$ cat src/rtl/rtc_trim_pkg.sv
// Package: shared mode type and helpers for the trimmable RTC predivider.
// Assumes the trim period counts fit the second-counter width chosen by the top.
package rtc_trim_pkg;

    typedef enum logic {
        MODE_COUNTER  = 1'b0,
        MODE_CALENDAR = 1'b1
    } rtc_mode_e;

    // Width needed to hold a position 0..period-1.
    function automatic int sec_width(input int period);
        return (period > 1) ? $clog2(period) : 1;
    endfunction

endpackage

$ cat src/rtl/rtc_trim_reg.sv
// Module: holds the software trim value.
// A write is accepted only while wr_ready is high. Only the low TRIM_W bits
// are stored; the remaining read bits are zero. Assumes DATA_W >= TRIM_W.
module rtc_trim_reg #(
    parameter int DATA_W = 32,
    parameter int TRIM_W = 16,
    parameter logic [TRIM_W-1:0] TRIM_RESET = 16'h7FFF
) (
    input  logic              clk,
    input  logic              rst_n,
    input  logic              wr_en,
    input  logic              wr_ready,
    input  logic [DATA_W-1:0] wr_data,
    output logic [TRIM_W-1:0] trim_q,
    output logic [DATA_W-1:0] rd_data
);

    localparam int PAD_W = DATA_W - TRIM_W;

    logic accept;

    // Decide whether this cycle's write is taken.
    always_comb begin
        accept = wr_en && wr_ready;
    end

    // Store the trim field on an accepted write.
    always_ff @(posedge clk) begin
        if (!rst_n) begin
            trim_q <= TRIM_RESET;
        end else if (accept) begin
            trim_q <= wr_data[TRIM_W-1:0];
        end
    end

    // Build the read word, padding the upper field with zeros when present.
    generate
        if (PAD_W > 0) begin : g_pad
            assign rd_data = {{PAD_W{1'b0}}, trim_q};
        end else begin : g_nopad
            assign rd_data = trim_q;
        end
    endgenerate

endmodule

$ cat src/rtl/rtc_prediv_counter.sv
// Module: down-counting predivider.
// Decrements on each enabled cycle. On an enabled cycle at zero it flags an
// underflow and reloads either the nominal value or the trim value, as
// load_trim selects. Assumes load_trim is valid in the underflow cycle.
module rtc_prediv_counter #(
    parameter int CNT_W = 16,
    parameter logic [CNT_W-1:0] NOMINAL = 16'h7FFF
) (
    input  logic             clk,
    input  logic             rst_n,
    input  logic             clk_en,
    input  logic             load_trim,
    input  logic [CNT_W-1:0] trim_val,
    output logic             underflow
);

    logic [CNT_W-1:0] cnt_q;
    logic [CNT_W-1:0] reload_val;

    // Underflow happens on an enabled cycle while the count is zero.
    always_comb begin
        underflow  = clk_en && (cnt_q == '0);
        reload_val = load_trim ? trim_val : NOMINAL;
    end

    // Count down, or reload on underflow.
    always_ff @(posedge clk) begin
        if (!rst_n) begin
            cnt_q <= NOMINAL;
        end else if (underflow) begin
            cnt_q <= reload_val;
        end else if (clk_en) begin
            cnt_q <= cnt_q - 1'b1;
        end
    end

endmodule

$ cat src/rtl/rtc_period_seq.sv
// Module: tracks the position of the current second within the trim period.
// Asks for a trim reload at the wrap, and registers the tick and the
// trim-second flag. The wrap compares with >=, so a mode change that leaves
// the count beyond the new limit still wraps at the next second.
module rtc_period_seq #(
    parameter int CNT_PERIOD = 64,
    parameter int CAL_PERIOD = 60
) (
    input  logic clk,
    input  logic rst_n,
    input  logic underflow,
    input  logic cal_mode,
    output logic use_trim,
    output logic sec_tick,
    output logic trim_active
);
    import rtc_trim_pkg::*;

    localparam int MAX_PERIOD = (CNT_PERIOD > CAL_PERIOD) ? CNT_PERIOD : CAL_PERIOD;
    localparam int SEC_W = sec_width(MAX_PERIOD);
    localparam logic [SEC_W-1:0] CNT_LAST = SEC_W'(CNT_PERIOD - 1);
    localparam logic [SEC_W-1:0] CAL_LAST = SEC_W'(CAL_PERIOD - 1);

    rtc_mode_e        mode;
    logic [SEC_W-1:0] sec_q;
    logic [SEC_W-1:0] last_sel;

    // Select the wrap point for the current mode.
    always_comb begin
        mode     = rtc_mode_e'(cal_mode);
        last_sel = (mode == MODE_CALENDAR) ? CAL_LAST : CNT_LAST;
        use_trim = (sec_q >= last_sel);
    end

    // Advance the second position, register the tick and the trim flag.
    always_ff @(posedge clk) begin
        if (!rst_n) begin
            sec_q       <= '0;
            sec_tick    <= 1'b0;
            trim_active <= 1'b0;
        end else begin
            sec_tick <= underflow;
            if (underflow) begin
                if (use_trim) begin
                    sec_q       <= '0;
                    trim_active <= 1'b1;
                end else begin
                    sec_q       <= sec_q + 1'b1;
                    trim_active <= 1'b0;
                end
            end
        end
    end

endmodule

$ cat src/rtl/rtc_trim_prediv.sv
// Module: top of the trimmable RTC seconds predivider.
// Assumes clk_en pulses at 32.768 kHz in the system clock domain. The
// wr_ready flag comes from the domain-crossing logic outside this block.
module rtc_trim_prediv #(
    parameter int DATA_W     = 32,
    parameter int CNT_W      = 16,
    parameter logic [CNT_W-1:0] NOMINAL    = 16'h7FFF,
    parameter logic [CNT_W-1:0] TRIM_RESET = 16'h7FFF,
    parameter int CNT_PERIOD = 64,
    parameter int CAL_PERIOD = 60
) (
    input  logic              clk,
    input  logic              rst_n,
    input  logic              clk_en,
    input  logic              cal_mode,
    input  logic              wr_ready,
    input  logic              wr_en,
    input  logic [DATA_W-1:0] wr_data,
    output logic [DATA_W-1:0] rd_data,
    output logic              sec_tick,
    output logic              trim_active
);

    logic [CNT_W-1:0] trim_q;
    logic             underflow;
    logic             use_trim;

    rtc_trim_reg #(
        .DATA_W    (DATA_W),
        .TRIM_W    (CNT_W),
        .TRIM_RESET(TRIM_RESET)
    ) u_reg (
        .clk     (clk),
        .rst_n   (rst_n),
        .wr_en   (wr_en),
        .wr_ready(wr_ready),
        .wr_data (wr_data),
        .trim_q  (trim_q),
        .rd_data (rd_data)
    );

    rtc_prediv_counter #(
        .CNT_W  (CNT_W),
        .NOMINAL(NOMINAL)
    ) u_cnt (
        .clk      (clk),
        .rst_n    (rst_n),
        .clk_en   (clk_en),
        .load_trim(use_trim),
        .trim_val (trim_q),
        .underflow(underflow)
    );

    rtc_period_seq #(
        .CNT_PERIOD(CNT_PERIOD),
        .CAL_PERIOD(CAL_PERIOD)
    ) u_seq (
        .clk        (clk),
        .rst_n      (rst_n),
        .underflow  (underflow),
        .cal_mode   (cal_mode),
        .use_trim   (use_trim),
        .sec_tick   (sec_tick),
        .trim_active(trim_active)
    );

endmodule

$ cat config.mk
export PLATFORM = sky130hd
export DESIGN_NAME = rtc_trim_prediv
export DESIGN_NICKNAME = d
export VERILOG_FILES = /design/src/rtl/rtc_trim_pkg.sv /design/src/rtl/rtc_trim_reg.sv /design/src/rtl/rtc_prediv_counter.sv /design/src/rtl/rtc_period_seq.sv /design/src/rtl/rtc_trim_prediv.sv
export SDC_FILE = /design/constraint.sdc
export NUM_CORES = 1
export LEC_CHECK = 0
export ABC_AREA = 1
export BUFFER_PORTS_ARGS = -buffer_cell sky130_fd_sc_hd__buf_4
export CAP_MARGIN = 20
export CORE_UTILIZATION = 35
export DETAILED_ROUTE_END_ITERATION = 8
export PLACE_DENSITY = 0.67
export SLEW_MARGIN = 10
export SYNTH_ARGS = -nofsm -noshare
export SYNTH_HDL_FRONTEND = slang
export SYNTH_SLANG_ARGS = --single-unit
$ cat constraint.sdc
create_clock -name clk -period 2.7 [get_ports clk]
set_input_delay 0.27 -clock clk [delete_from_list [all_inputs] [get_ports clk]]
set_output_delay 0.27 -clock clk [all_outputs]
set_load 0.01 [all_outputs]
==> metrics.txt <==
Post-synth ARST share=0%; clock skew=approximately 5 ps; metal1 wirelength=2.50 mm; hold path cells=3; met2 wire len=2.41 mm; DRT Pass-1 Iters=7; Area Growth Syn to Fin=15.7%; Yosys cell types=31; Nets=approximately 430; register area share after synthesis=between 30% and 40%; reg2reg start=u_seq.sec_q[0]; Least-Margin Pin Slew=780 ps; Lkg Pwr=about 1.3 nW; largest net degree at the start of global routing=28; Final setup violation count=0; final hold violations=0; startpoint of the worst hold path=wr_data[3]; status=complete, but fails checks; vias in the first global route=approximately 2.0k; Relative slew margins=48.0%; Setup TNS Final=0 ps; CTS Buffer Depth=2; min cycle time layout=about 1700 ps; r2r endpoint=u_cnt.cnt_q[11]; initial antenna violation count=0; Post-Syn Area per Cell=6.79 um^2; failing checks=design-rule violations; RSZ-0062 raised after global routing=false; global-route wire length before repair=a little over 9 mm; Post-Place Cells=453; DR WL/cell=between 10 and 15 um; die width=between 80 and 90 um; clock share of power=around 34%; port buffer count=39; Ys Warns=0; crit path max fanout=7; core area=6420 um^2; startpoint types=flip-flop; Final ANT Viol Nets=0; Hold Crit Class=input port to flip-flop; Internal Pwr Total=roughly 0.00091 W; TritonCTS Buffers=5; cells on worst reg2reg path=8; Yosys reg bits=40; Skew-Pair Late Insertion Delay=around 300 ps; post-DP HPWL=about 3.8 mm; Hold Buf Count CTS=0; Crit path arrival time=between 1500 and 2000 ps; TritonCTS clock tree=yes; # clock sinks=40; routed vias/inst=~4.8; post-CTS sizing=0; share of cells above drive strength 1=about a fifth; DRT iter0 DRCs=around 110; H-tree depth=2; Antenna Cells=0; CP max stage delay=400 ps; Final Slew Violations=0; total number of vias=2217; Max Freq=roughly 580 MHz; Placement Rows=29; Finished Layout Cells=between 400 and 500; Ports=between 70 and 80; CP Class=flip-flop to flip-flop; grt ovf=0; period utilisation layout=roughly 64%; die height=between 80 and 90 um; initial core utilization=between 30% and 40%; root buffer cell=clkbuf_8; Netlist Area Pre-Place=2360 um^2; CP max stage cell=dfxtp_1; Worst Path Required=about 2900 ps; max-cap viol count=0; Post-CTS Setup Bufs=0; Setup crit end kind=flip-flop; placer congestion estimate=0.843; DRC Markers=6; Max VDD drop=approximately 0.00031 V; Worst-path clk slew=~80 ps; Mapped Cells=348; fin util=42.6%; Reg power frac=slightly above 50%; pwr/cell area=between 400 and 500 nW/um^2; Crit path top cell by count=nand2_1; uppermost routed layer=met4; Switching Share=approximately 28%; DR WL met3=255 um; ys flop type=dfxtp_1; commonest non-fill, non-tap cell in the layout=nand2_1; NetSw=~0.00036 W; crit-path cells=ha_1, a21oi_1, nor2_2, inv_2, nor2_4, nand2_1, nand3_1, nand2_1; Comb pwr share=13.7%; number of flops mapped to enable cells by yosys=0; Die Area=7080 um^2; commonest cells after routing, fill and taps aside=nand2_1, nand3_1, dfxtp_1; Routed WL=between 5 and 6 mm; All-Layer GR Usage=around 16%; r2r setup slk=a little under 1000 ps; Hold Path Sink=u_reg.trim_q[3]
## cell type report
cell class | instances | area (um^2)
fill | 658 | 3690
multi-input combinational | 259 | 1300
sequential | 40 | 801
timing repair buffer | 39 | 293
inverter | 38 | 143
tap | 77 | 96.3
clock buffer | 6 | 82.6
clock inverter | 2 | 15.0
## metrics by stage
step	hold slack, ps	instance area [um^2]	setup slack (ps)	power [W]
floorplan	383	2420	1300	0.000790
global placement	458	2640	1020	0.000838
detailed placement	462	2640	967	0.000841
CTS	173	2730	964	0.00127
global route	181	2730	790	0.00132
finish	170	2730	963	0.00126
## Yosys cell counts, drive strengths merged, types with 2 or more instances
master   n  area share, %
nand3   43             10
buf     21            6.5
inv     37            5.9
a21oi   25            5.8
o21ai   12            2.5
o211ai  11            3.5
clkbuf   5           0.79
nand4    4            1.1
dfxtp   40             34
nor2    42            9.8
nand2   94             15
ha       4            2.1
nand3b   2           0.64
xor2     2           0.74
xnor2    2           0.74
## logic make-up after synthesis
| logic type | share of synthesized area [%] |
|---|---|
| simple gates | 36.9 |
| buf+inv | 13.3 |
| compound gates | 12.1 |
| flops | 33.9 |
| xor+xnor | 1.48 |
| fa+ha+maj | 2.12 |
| other cells | 0.159 |
## worst max path at each step
| stage | endpoint | slack, ps | cells after the start | from |
|---|---|---|---|---|
| floorplan | u_cnt.cnt_q[14] | 1300 | 8 | u_seq.sec_q[2] |
| global placement | u_cnt.cnt_q[11] | 1020 | 9 | cal_mode |
| detailed placement | u_cnt.cnt_q[11] | 970 | 9 | cal_mode |
| CTS | u_cnt.cnt_q[11] | 960 | 8 | u_seq.sec_q[0] |
| global route | u_cnt.cnt_q[11] | 790 | 8 | u_seq.sec_q[0] |
| finish | u_cnt.cnt_q[11] | 960 | 8 | u_seq.sec_q[0] |
## registers in the layout, summed over array words and instances (netlist names)
register and count:
u_cnt.cnt_q 16, u_reg.trim_q 16, u_seq.sec_q 6, u_seq.sec_tick 1, u_seq.trim_active 1
## layer usage
layer  GRT usage [%]  vias to the layer above
li1                -                     1157
met1            20.6                      990
met2            27.1                       62
met3            2.46                        8
met4            5.17                        0
met5               0                        -
## power groups by stage
stage / clock network [W] / registers (W) / logic, W
3_3_place_gp: 0 / 0.000667 / 0.000171
6_report: 0.000433 / 0.000655 / 0.000173
5_1_grt: 0.000468 / 0.000660 / 0.000196
3_5_place_dp: 0 / 0.000668 / 0.000173
4_1_cts: 0.000438 / 0.000654 / 0.000174
2_1_floorplan: 0 / 0.000669 / 0.000121
## critical path, delay by kind of cell, from the launching register on
kind	cells	cell delay, ps
AO/OA/AOI/OAI	1	100
adder cells (fa/ha/maj)	1	230
buffers and inverters	1	140
flip-flops	1	400
AND/OR/NAND/NOR	5	760
Power figures use the tool's default switching activity.
